--- src/rtl/plru_pkg.sv ---
package plru_pkg;

   // Variant of the victim result path.
   typedef enum logic {
      VIC_COMB = 1'b0,   // result in the request cycle
      VIC_FLOP = 1'b1    // result one cycle after the request
   } vic_mode_e;

   // Index of the first node of a tree level in heap order.
   function automatic int level_base(input int lv);
      return (1 << lv) - 1;
   endfunction

   function automatic bit is_pow2(input int v);
      return (v >= 2) && ((v & (v - 1)) == 0);
   endfunction

endpackage

--- src/rtl/plru_tree_store.sv ---
module plru_tree_store #(
   parameter int NUM_SETS = 16,
   parameter int NODE_N   = 7,
   parameter int SET_W    = 4
) (
   input  logic              clk,
   input  logic              rst_n,
   input  logic              wr_en_i,
   input  logic [SET_W-1:0]  wr_set_i,
   input  logic [NODE_N-1:0] wr_tree_i,
   input  logic [SET_W-1:0]  rd_a_set_i,
   output logic [NODE_N-1:0] rd_a_tree_o,
   input  logic [SET_W-1:0]  rd_b_set_i,
   output logic [NODE_N-1:0] rd_b_tree_o
);

   logic [NUM_SETS-1:0][NODE_N-1:0] tree_all;

   for (genvar s = 0; s < NUM_SETS; s++) begin : g_set
      logic [NODE_N-1:0] tree_q;
      logic              sel;

      assign sel = wr_en_i && (wr_set_i == SET_W'(s));

      always_ff @(posedge clk or negedge rst_n) begin
         if (!rst_n) begin
            tree_q <= '0;
         end else if (sel) begin
            tree_q <= wr_tree_i;
         end
      end

      assign tree_all[s] = tree_q;
   end

   assign rd_a_tree_o = tree_all[rd_a_set_i];
   assign rd_b_tree_o = tree_all[rd_b_set_i];

endmodule

--- src/rtl/plru_path_update.sv ---
module plru_path_update #(
   parameter int NUM_WAYS = 8,
   parameter int WAY_W    = 3
) (
   input  logic [NUM_WAYS-2:0] tree_i,
   input  logic [WAY_W-1:0]    way_i,
   output logic [NUM_WAYS-2:0] tree_o
);

   localparam int NODE_N = NUM_WAYS - 1;
   localparam int LEVELS = WAY_W;

   // Mask of the touched nodes and the values they take, built per level.
   logic [LEVELS:0][NODE_N-1:0] msk_chain;
   logic [LEVELS:0][NODE_N-1:0] val_chain;

   assign msk_chain[0] = '0;
   assign val_chain[0] = '0;

   for (genvar lv = 0; lv < LEVELS; lv++) begin : g_level
      localparam int BASE = plru_pkg::level_base(lv);
      logic [WAY_W-1:0]  prefix;
      logic [NODE_N-1:0] node_sel;

      // Upper way bits select the node inside this level.
      assign prefix   = way_i >> (LEVELS - lv);
      assign node_sel = NODE_N'(1) << (prefix + WAY_W'(BASE));

      assign msk_chain[lv+1] = msk_chain[lv] | node_sel;
      // The node points away from the half that holds the way.
      assign val_chain[lv+1] = val_chain[lv] |
                               (way_i[LEVELS-1-lv] ? '0 : node_sel);
   end

   assign tree_o = (tree_i & ~msk_chain[LEVELS]) | val_chain[LEVELS];

endmodule

--- src/rtl/plru_tree_walk.sv ---
module plru_tree_walk #(
   parameter int NUM_WAYS = 8,
   parameter int WAY_W    = 3
) (
   input  logic [NUM_WAYS-2:0] tree_i,
   output logic [WAY_W-1:0]    way_o
);

   localparam int LEVELS = WAY_W;

   logic [LEVELS-1:0][WAY_W-1:0] idx_c;
   logic [LEVELS-1:0]            dir_c;

   assign idx_c[0] = '0;

   for (genvar lv = 0; lv < LEVELS; lv++) begin : g_level
      assign dir_c[lv]             = tree_i[idx_c[lv]];
      assign way_o[LEVELS-1-lv]    = dir_c[lv];
      if (lv < LEVELS - 1) begin : g_next
         assign idx_c[lv+1] = (idx_c[lv] << 1) + WAY_W'(1) + WAY_W'(dir_c[lv]);
      end
   end

endmodule

--- src/rtl/plru_victim_sel.sv ---
module plru_victim_sel #(
   parameter int                  NUM_WAYS = 8,
   parameter int                  NUM_SETS = 16,
   parameter int                  WAY_W    = $clog2(NUM_WAYS),
   parameter int                  SET_W    = $clog2(NUM_SETS),
   parameter plru_pkg::vic_mode_e VIC_MODE = plru_pkg::VIC_FLOP
) (
   input  logic             clk,
   input  logic             rst_n,
   input  logic             acc_valid_i,
   input  logic [SET_W-1:0] acc_set_i,
   input  logic [WAY_W-1:0] acc_way_i,
   input  logic             vic_req_i,
   input  logic [SET_W-1:0] vic_set_i,
   output logic             vic_valid_o,
   output logic [WAY_W-1:0] vic_way_o
);

   localparam int NODE_N = NUM_WAYS - 1;

   // Elaboration-time parameter checks.
   if (!plru_pkg::is_pow2(NUM_WAYS)) begin : g_bad_ways
      $error("plru_victim_sel: NUM_WAYS must be a power of two, at least 2");
   end
   if (!plru_pkg::is_pow2(NUM_SETS)) begin : g_bad_sets
      $error("plru_victim_sel: NUM_SETS must be a power of two, at least 2");
   end
   if (WAY_W != $clog2(NUM_WAYS)) begin : g_bad_way_w
      $error("plru_victim_sel: WAY_W must equal clog2(NUM_WAYS)");
   end
   if (SET_W != $clog2(NUM_SETS)) begin : g_bad_set_w
      $error("plru_victim_sel: SET_W must equal clog2(NUM_SETS)");
   end

   logic [NODE_N-1:0] acc_tree_rd;
   logic [NODE_N-1:0] acc_tree_nx;
   logic [NODE_N-1:0] vic_tree_rd;
   logic [WAY_W-1:0]  vic_way_nx;

   plru_tree_store #(
      .NUM_SETS (NUM_SETS),
      .NODE_N   (NODE_N),
      .SET_W    (SET_W)
   ) i_store (
      .clk         (clk),
      .rst_n       (rst_n),
      .wr_en_i     (acc_valid_i),
      .wr_set_i    (acc_set_i),
      .wr_tree_i   (acc_tree_nx),
      .rd_a_set_i  (acc_set_i),
      .rd_a_tree_o (acc_tree_rd),
      .rd_b_set_i  (vic_set_i),
      .rd_b_tree_o (vic_tree_rd)
   );

   plru_path_update #(
      .NUM_WAYS (NUM_WAYS),
      .WAY_W    (WAY_W)
   ) i_update (
      .tree_i (acc_tree_rd),
      .way_i  (acc_way_i),
      .tree_o (acc_tree_nx)
   );

   // The walk reads the stored tree, so a same-set update this cycle is not seen.
   plru_tree_walk #(
      .NUM_WAYS (NUM_WAYS),
      .WAY_W    (WAY_W)
   ) i_walk (
      .tree_i (vic_tree_rd),
      .way_o  (vic_way_nx)
   );

   if (VIC_MODE == plru_pkg::VIC_FLOP) begin : g_vic_flop
      logic             vic_valid_q;
      logic [WAY_W-1:0] vic_way_q;

      always_ff @(posedge clk or negedge rst_n) begin
         if (!rst_n) begin
            vic_valid_q <= 1'b0;
            vic_way_q   <= '0;
         end else begin
            vic_valid_q <= vic_req_i;
            if (vic_req_i) begin
               vic_way_q <= vic_way_nx;
            end
         end
      end

      assign vic_valid_o = vic_valid_q;
      assign vic_way_o   = vic_way_q;
   end else begin : g_vic_comb
      assign vic_valid_o = vic_req_i;
      assign vic_way_o   = vic_way_nx;
   end

endmodule

--- config.mk ---
export PLATFORM = sky130hd
export DESIGN_NAME = plru_victim_sel
export DESIGN_NICKNAME = d
export VERILOG_FILES = /design/src/rtl/plru_pkg.sv /design/src/rtl/plru_tree_store.sv /design/src/rtl/plru_path_update.sv /design/src/rtl/plru_tree_walk.sv /design/src/rtl/plru_victim_sel.sv
export SDC_FILE = /design/constraint.sdc
export NUM_CORES = 1
export LEC_CHECK = 0
export ABC_AREA = 0
export BUFFER_PORTS_ARGS = -buffer_cell sky130_fd_sc_hd__buf_4
export CELL_PAD_IN_SITES_DETAIL_PLACEMENT = 0
export CELL_PAD_IN_SITES_GLOBAL_PLACEMENT = 1
export CORE_UTILIZATION = 48
export DETAILED_ROUTE_END_ITERATION = 12
export GPL_ROUTABILITY_DRIVEN = 1
export PLACE_DENSITY_LB_ADDON = 0.1
export SLEW_MARGIN = 20
export SYNTH_ARGS = -nofsm -noshare
export SYNTH_HDL_FRONTEND = slang
export SYNTH_SLANG_ARGS = --single-unit
--- constraint.sdc ---
create_clock -name clk -period 3.1 [get_ports clk]
set_clock_uncertainty 0.1 [all_clocks]
set_input_delay 0.465 -clock clk [delete_from_list [all_inputs] [get_ports clk]]
set_output_delay 0.465 -clock clk [all_outputs]
set_load 0.01 [all_outputs]
# [Word level (Yosys, flattened, before mapping)]
# Cells that the tools add are included.
[word_totals] ff_bits=116 ram_bits=0 latchBits=0 memories=0 rom_bits=0
[classes] bitwise=6 n_eq_ne=15 shift=2 addsub=5 mul=0 n_lt_le_gt_ge=4 n_reduce_logical=17 muxes=11 n_div=0
[op_table] cell="$bmux W7 S4" n=2
[op_table] cell="$eq A4 B4 Y1 const B" n=8
[op_table] cell="$mux W7" n=4
[op_table] cell="$or A7 B7 Y7" n=4
[op_table] cell="$eq A4 B3 Y1 const B" n=4
[op_table] cell="$logic_and A1 B1 Y1" n=16
[op_table] cell="$shl A1 B3 Y7 const A" n=2
[op_table] cell="$lt A4 B5 Y1 const B" n=2
[op_table] cell="$eq A4 B2 Y1 const B" n=2
[op_table] cell="$lt A3 B4 Y1 const B" n=2
[op_table] cell="$and A7 B7 Y7" n=1
[op_table] cell="$not A7 Y7" n=1
[op_table] cell="$bmux W1 S3" n=2
[op_table] cell="$eq A4 B1 Y1 const B" n=1
[op_table] cell="$logic_not A4 Y1" n=1
[op_table] cell="$add A2 B2 Y3 const B" n=1
[op_table] cell="$add A3 B1 Y3" n=1
[op_table] cell="$add A3 B1 Y3 const B" n=1
[op_table] cell="$mux W1" n=3
[op_table] cell="$add A1 B1 Y2 const A" n=1
[op_table] cell="$add A1 B1 Y2 const B" n=1

# [Longest topological paths before layout]
# Gate-level depths: netlist (run 1).
[depth] word_depth=8 ltp_mapped=14

# [By module]
# Synthesis (run 1) repeated with hierarchy kept, for this count alone.
[unflattened] hier_cells=420 area_unflattened_um2=6322.3
[by_module_without_submodules] module="plru_tree_store" area_per_inst_um2=5973.2 cells_each=383 instances=1
[by_module_without_submodules] module="plru_victim_sel" area_per_inst_um2=133.9 cells_each=7 instances=1
[by_module_without_submodules] module="plru_tree_walk" area_per_inst_um2=113.9 cells_each=15 instances=1
[by_module_without_submodules] module="plru_path_update" area_per_inst_um2=101.3 cells_each=15 instances=1

# [Worst setup path before layout (run 1)]
# No wires, ideal clock.
[synth_path] kind="input -> register" startpoint="in vic_set_i[3]" endpoint="reg g_vic_flop.vic_way_q[0] (netlist: vic_way_o[0])" setup_ns=0.076 path_stages=13 setup_slack_ns=-0.352 n_path_buf=1 required_ns=2.924 t_arrival_ns=3.275 cell_sequence="clkbuf_1 > mux4_2 > mux4_2 > nor2b_1 > nand3b_1 > inv_1 > ha_1 > nor2b_1 > o211ai_1 > a32o_1 > nand3_1 > mux2i_1 > o21ai_1"
[synth_via] elab_chain_cells=8 elab_cells_between_ends=9 classes_between="add/sub (3); mux (6)"
[synth_lines] element="from (decl)" line="plru_victim_sel.sv:14" rtl="input logic [SET_W-1:0] vic_set_i,"
[synth_lines] element="$bmux W7 S4 *" line="plru_tree_store.sv:37" rtl="assign rd_b_tree_o = tree_all[rd_b_set_i];"
[synth_lines] element="$mux W7 (implied by the code) *" line="plru_tree_store.sv:37"
[synth_lines] element="$add A1 B1 Y2" line="plru_tree_walk.sv:20" rtl="assign idx_c[lv+1] = (idx_c[lv] << 1) + WAY_W'(1) + WAY_W'(dir_c[lv]);"
[synth_lines] element="$bmux W1 S3" line="plru_tree_walk.sv:17" rtl="assign dir_c[lv] = tree_i[idx_c[lv]];"
[synth_lines] element="$mux W1 (implied by the code)" line="plru_tree_walk.sv:17"
[synth_lines] element="$add A3 B1 Y3" line="plru_tree_walk.sv:20"
[synth_lines] element="$bmux W1 S3 *" line="plru_tree_walk.sv:17"
[synth_lines] element="$mux W1 (implied by the code) *" line="plru_tree_walk.sv:17"
[synth_lines] element="to (signal assigned)" line="plru_victim_sel.sv:85" rtl="vic_way_q <= vic_way_nx;"
[synth_lines] element="to (decl)" line="plru_victim_sel.sv:76" rtl="logic [WAY_W-1:0] vic_way_q;"
# Mark *: on every way between the ends. The rest lies on a longest branch, timed or not. The select of a mux whose other input is x is not followed.
# A chain may end at the register's enable or synchronous reset.

# [Final worst setup path (run 1)]
[layout_path] startpoint="reg i_store.g_set[2].tree_q[0]" endpoint="reg g_vic_flop.vic_way_q[0] (netlist: vic_way_o[0])"
[layout_via] elab_chain_cells=8 elab_cells_between_ends=9 classes_between="add/sub (3); mux (6)"
[layout_lines] element="from (decl)" line="plru_tree_store.sv:20" rtl="logic [NODE_N-1:0] tree_q;"
[layout_lines] element="from (signal assigned)" line="plru_tree_store.sv:29" rtl="tree_q <= wr_tree_i;"
[layout_lines] element="$bmux W7 S4 *" line="plru_tree_store.sv:37"
[layout_lines] element="$mux W7 (implied by the code) *" line="plru_tree_store.sv:37"
[layout_lines] element="$add A1 B1 Y2" line="plru_tree_walk.sv:20"
[layout_lines] element="$bmux W1 S3" line="plru_tree_walk.sv:17"
[layout_lines] element="$mux W1 (implied by the code)" line="plru_tree_walk.sv:17"
[layout_lines] element="$add A3 B1 Y3" line="plru_tree_walk.sv:20"
[layout_lines] element="$bmux W1 S3 *" line="plru_tree_walk.sv:17"
[layout_lines] element="$mux W1 (implied by the code) *" line="plru_tree_walk.sv:17"
# Marks and branches as above.

==> results.toml, run 1 <==
[run_status]
outcome = "completed"

[floorplan]
fp.dieW_um = 116
die-area_um2 = 13500
start_util_pct = 49.4
core_area_um2 = 12700
fp-row-count = 41
die_y_um = 116
io_pins = 19

[clock_network]
cts_tree = "built"
clk_latency_ps = 420
htreeDepth = 4
path_clk_slew_ps = 50
clockRootBuffer = "clkbuf_16"
cts_buffers = 17
clock-sinks = 116
clockBufferDepth = 2

[cells_and_area]
instances_no_fill = 669
fillers = 1050
multi_input_area_um2 = 3180
seq_area_um2 = 2900
final_cell_mix = "dfrtp_1 (116), mux2_2 (73), buf_4 (53), mux4_2 (50), nand2_1 (37)"
drive_gt1_share_pct = 45.1
layout_commonest_cell = "dfrtp_1"
area_delta_synth_final_pct = 17.0
finalNetCount = 501
antenna_cells = 0

[drt]
drt-initial-drc-count = 234
wl_per_cell_um = 25.0
wl_um = 16700
vias_per_cell = 6.07
drcViolationCount = 0
vias = 4064
final_antenna_net_count = 0
first_pass_iters = 4

[sta]
slew_violations = 0
setup_violations = 0
rsz0062_at_grt = "true"
finalHoldViolCount = 0
whs_ps = 143
finalCritPeriodShare_pct = 96.8
timing.slew.headroom_pct = 33.5
tightest_slew_ps = 991
finalCriticalPeriod_ps = 3000
fmax_mhz = 333

[pwr]
ir_worst_vdd_uv = 395
p_leak_nw = 3.27
power_density_nw_per_um2 = 718

[synthesis]
async_reset_ff_share_pct = 100
syn_area_um2 = 6260
synth_cells = 444
synth_warnings = 0
synth.area.top_cells = "dfrtp_1 (46%), mux4_2 (18%), mux2_2 (13%), mux4_1 (5.5%), nand2_1 (2.2%)"
seq_area_frac_synth_pct = 46.3
ys_types = 38
synth_top_area_share_pct = 46.3
synth-edff-count = 0
synth_top_area_cell = "dfrtp_1"
syn_area_per_cell_um2 = 14.1
synth_seq_cells = 116
synth_ff_type = "dfrtp_1"
syn-num-nets = 460

[placement]
dp.cells = 635
gp_congestion = 0.831
portBuffers = 18
place_hpwl_um = 11000

[global_routing]
grt_max_degree = 74
grt_pass1_wl_um = 25900
antenna_found_initial = 0
track_usage_pct = 27.7
grt-ovfl-total = 0
grt_pass1_vias = 4134

[critical_path]
cp_max_fo = 5
cp.arrival_ps = 3240
cp.required_ps = 3340
cp-start-kind = "flop"
cp-end-kind = "flop"
critical_path_class = "flop to flop"

[flow_run]
cap_violations = 0

[min_path]
hp-class = "input port to flop"
-- worst max-delay path, cell delays in order, from the launching register on --
cell and delay (ps):
dfrtp_1 400, mux4_2 500, mux4_2 500, nor2b_2 150, nand3b_1 150, inv_2 60
ha_4 300, mux4_2 490, o22ai_1 140, a311oi_1 60, o21ai_1 80
-- path summary, 6_finish.rpt --
path,depth (start not counted),endpoint,startpoint,slack [ps]
setup / recovery,10,vic_way_o[0],i_store.g_set[2].tree_q[0],100
hold / removal,1,vic_valid_o,vic_req_i,140
setup reg to reg,10,vic_way_o[0],i_store.g_set[2].tree_q[0],100
hold reg to reg,2,i_store.g_set[8].tree_q[0],i_store.g_set[8].tree_q[0],380
max in group asynchronous,3,i_store.g_set[5].tree_q[6],rst_n,1610
min in group asynchronous,2,i_store.g_set[4].tree_q[0],rst_n,490
-- registers in the layout, summed over array words and instances (netlist names) --
| name | flops |
|---|---|
| i_store.g_set.tree_q | 112 |
| vic_way_o | 3 |
| vic_valid_o | 1 |
-- per-layer routing --
metal / vias up / routed length, um / track usage [%]
met1: 2132 / 7370 / 38.6
met3: 23 / 1020 / 7.32
li1: 1796 / - / -
met2: 113 / 7910 / 41.7
met5: - / 0 / 0
met4: 0 / 403 / 10.6
-- through the flow --
stage	power [mW]	setup WS, ps	util (%)	setup TNS [ps]	cell area (um^2)
after global routing	5.53	-57.1	57.8	-57.1	7330
after global placement	3.34	-99.2	53.1	-99.2	6730
after CTS	5.28	91.4	57.6	0	7300
after detailed placement	3.37	-135	53.1	-135	6730
final	5.26	100	57.8	0	7330
after floorplan	2.99	-13.1	-	-13.1	6320
-- final cells by class --
class	count	area share (%)
Multi-Input combinational cell	289	43.3
Sequential cell	116	39.6
Clock buffer	21	6.28
Timing Repair Buffer	56	6.11
Tap cell	172	2.94
Clock inverter	10	1.47
Inverter	5	0.256
-- cells in the mapped netlist, types with 6 or more instances --
| cell | n |
|---|---|
| dfrtp_1 | 116 |
| mux2_2 | 73 |
| mux4_2 | 50 |
| nand2_1 | 37 |
| nor2_1 | 25 |
| o21ai_0 | 21 |
| clkbuf_1 | 17 |
| a21oi_1 | 13 |
| mux4_1 | 13 |
| buf_2 | 9 |
| o31ai_1 | 6 |
-- timing repair --
item | in CTS | in global routing
buffers inserted | 0 | 2
hold buffers | 1 | 0
hold endpoints to repair | 43 | 0
setup endpoints to repair | 0 | 1
gates resized for setup | 0 | 3
-- kinds of logic after synthesis --
logic type	count (synthesis)	synth area share, %
buffers and inverters	39	3.42
adder cells (fa/ha/maj)	1	0.200
AND/OR/NAND/NOR	88	6.39
multiplexers	144	38.1
AO/OA/AOI/OAI	56	5.57
flip-flops	116	46.3
-- report_power, final --
part,internal [mW],switching [mW]
registers,1.87,0.254
clock network,1.21,0.675
logic,0.751,0.502
(Power assumes the default switching activity.)
==> run 2, diff against run 1 <==
--- a/config.mk
+++ b/config.mk
@@ -12,7 +12,9 @@
 export CORE_UTILIZATION = 48
 export DETAILED_ROUTE_END_ITERATION = 12
 export GPL_ROUTABILITY_DRIVEN = 1
+export HOLD_SLACK_MARGIN = 0.02
 export PLACE_DENSITY_LB_ADDON = 0.1
+export SETUP_SLACK_MARGIN = 0.15
 export SLEW_MARGIN = 20
 export SYNTH_ARGS = -nofsm -noshare
 export SYNTH_HDL_FRONTEND = slang
==> run 2 against run 1 <==
Compared with the run above:
- fmax rose by 0.56%
- first-iteration DRC count rose by 11%
- cell area rose by 0.70%
- register-to-register slack improved by 20 ps
- final cell count rose by 1.0%
- hold slack got worse by 0.92 ps
- wire length rose by 0.32%
- clock power barely moved
- total power rose by 1.1%
- global-route usage rose by 0.27 points
- largest cell class unchanged
- largest power group unchanged
==> results.toml, run 2 (synthesis results as in run 1) <==
[cells_and_area]
final_cell_mix = "dfrtp_1 (116), mux2_2 (73), buf_4 (60), mux4_2 (50), nand2_1 (37)"
finalNetCount = 508
seq_area_um2 = 2900
antenna_cells = 0
top_register = "i_store.g_set.tree_q"
area_delta_synth_final_pct = 17.8
fillers = 1047
layout_commonest_cell = "dfrtp_1"
drive_gt1_share_pct = 45.4
multi_input_area_um2 = 3170
largest_reg_flops = 112

[sta]
timing.slew.headroom_pct = 31.8
rsz0062_at_grt = "true"
finalCriticalPeriod_ps = 2980
finalHoldViolCount = 0
finalCritPeriodShare_pct = 96.2
whs_ps = 142
setup_violations = 0
tightest_slew_ps = 1020
slew_violations = 0
fmax_mhz = 335

[critical_path]
cp_max_fo = 5
cp.required_ps = 3340
cp-start-kind = "flop"
cp.arrival_ps = 3220
critPathBufInv = 1
critPathSlowestCell = "mux4_2"
cp_common_cell = "mux4_2"
crit_family = "multiplexers"
r2r_cells = 10
cp_cell_sequence = "mux4_2, mux4_2, nor2b_4, nand3b_1, inv_2, ha_4, mux4_2, o22ai_1, a311oi_1, o21ai_1"
critical_path.max_stage_delay_ps = 520
cp-end-kind = "flop"
critical_path_class = "flop to flop"
cp.depth = 10

[pwr]
power_density_nw_per_um2 = 720
total_power_mw = 5.31
p_leak_nw = 3.30
ir_worst_vdd_uv = 396

[floorplan]
die_y_um = 116
start_util_pct = 49.4
fp-row-count = 41
die-area_um2 = 13500
core_area_um2 = 12700
fp.dieW_um = 116
io_pins = 19

[clock_network]
clockBufferDepth = 2
cts_buffers = 17
cts_tree = "built"
path_clk_slew_ps = 50
clock-sinks = 116
clockRootBuffer = "clkbuf_16"
clk_latency_ps = 420
htreeDepth = 4

[drt]
vias = 4123
wl_per_cell_um = 24.8
first_pass_iters = 4
drt-initial-drc-count = 260
wl_um = 16800
drcViolationCount = 0
vias_per_cell = 6.10
final_antenna_net_count = 0

[placement]
place_hpwl_um = 11000
gp_congestion = 0.831
portBuffers = 18

[global_routing]
antenna_found_initial = 0
track_usage_pct = 28.0
grt_pass1_vias = 4203
grt_max_degree = 74
grt_pass1_wl_um = 26200
grt-ovfl-total = 0

[flow_run]
cap_violations = 0

[min_path]
whs_path_depth = 1
hp-class = "input port to flop"

[run_status]
outcome = "completed"
[run 2: cell count changes in the layout (fill, tap and decap cells not counted), sizes merged]
cell | before | now
buf | 55 | 62
[run 2: final timing paths]
path,startpoint,endpoint,slack [ps]
max in group asynchronous,rst_n,i_store.g_set[9].tree_q[6],1610
worst max-delay path,i_store.g_set[3].tree_q[0],vic_way_o[0],120
worst max register to register,i_store.g_set[3].tree_q[0],vic_way_o[0],120
min in group asynchronous,rst_n,i_store.g_set[11].tree_q[0],490
worst min-delay path,vic_req_i,vic_valid_o,140
worst min register to register,i_store.g_set[8].tree_q[0],i_store.g_set[8].tree_q[0],380
[run 2: power by group]
group	internal (mW)	total (mW)	switching, mW
Clock	1.21	1.89	0.678
Sequential	1.87	2.12	0.253
Combinational	0.789	1.31	0.518
[run 2: stage by stage]
step	TNS (ps)	instances	util, %	cell area, um^2	worst slack (ps)
2_1_floorplan	-13.1	444	-	6320	-13.1
3_3_place_gp	-99.2	635	53.1	6730	-99.2
3_5_place_dp	-135	635	53.1	6730	-135
4_1_cts	0	676	58.2	7380	142
5_1_grt	-56.0	676	58.2	7380	-56.0
6_report	0	676	58.2	7380	117
[run 2: repair_timing]
action	CTS	global route
hold endpoints to repair	43	0
buffers inserted	9	0
endpoints found under the setup margin	1	1
pin swaps	5	0
hold buffers	1	0
resized for setup	2	0
[run 2: area by class of cell]
type	instances	area share [%]
Timing Repair Buffer	63	6.78
Clock inverter	10	1.46
Inverter	5	0.254
Clock buffer	21	6.24
Sequential cell	116	39.3
Tap cell	172	2.92
Multi-Input combinational cell	289	43.0
[run 2: layer usage]
layer,part of all wire (%),vias to the layer above,global-route usage (%)
met5,0,-,0
li1,-,1807,-
met3,6.5,30,7.32
met1,44,2145,38.8
met2,46,141,41.7
met4,3.3,0,12.1
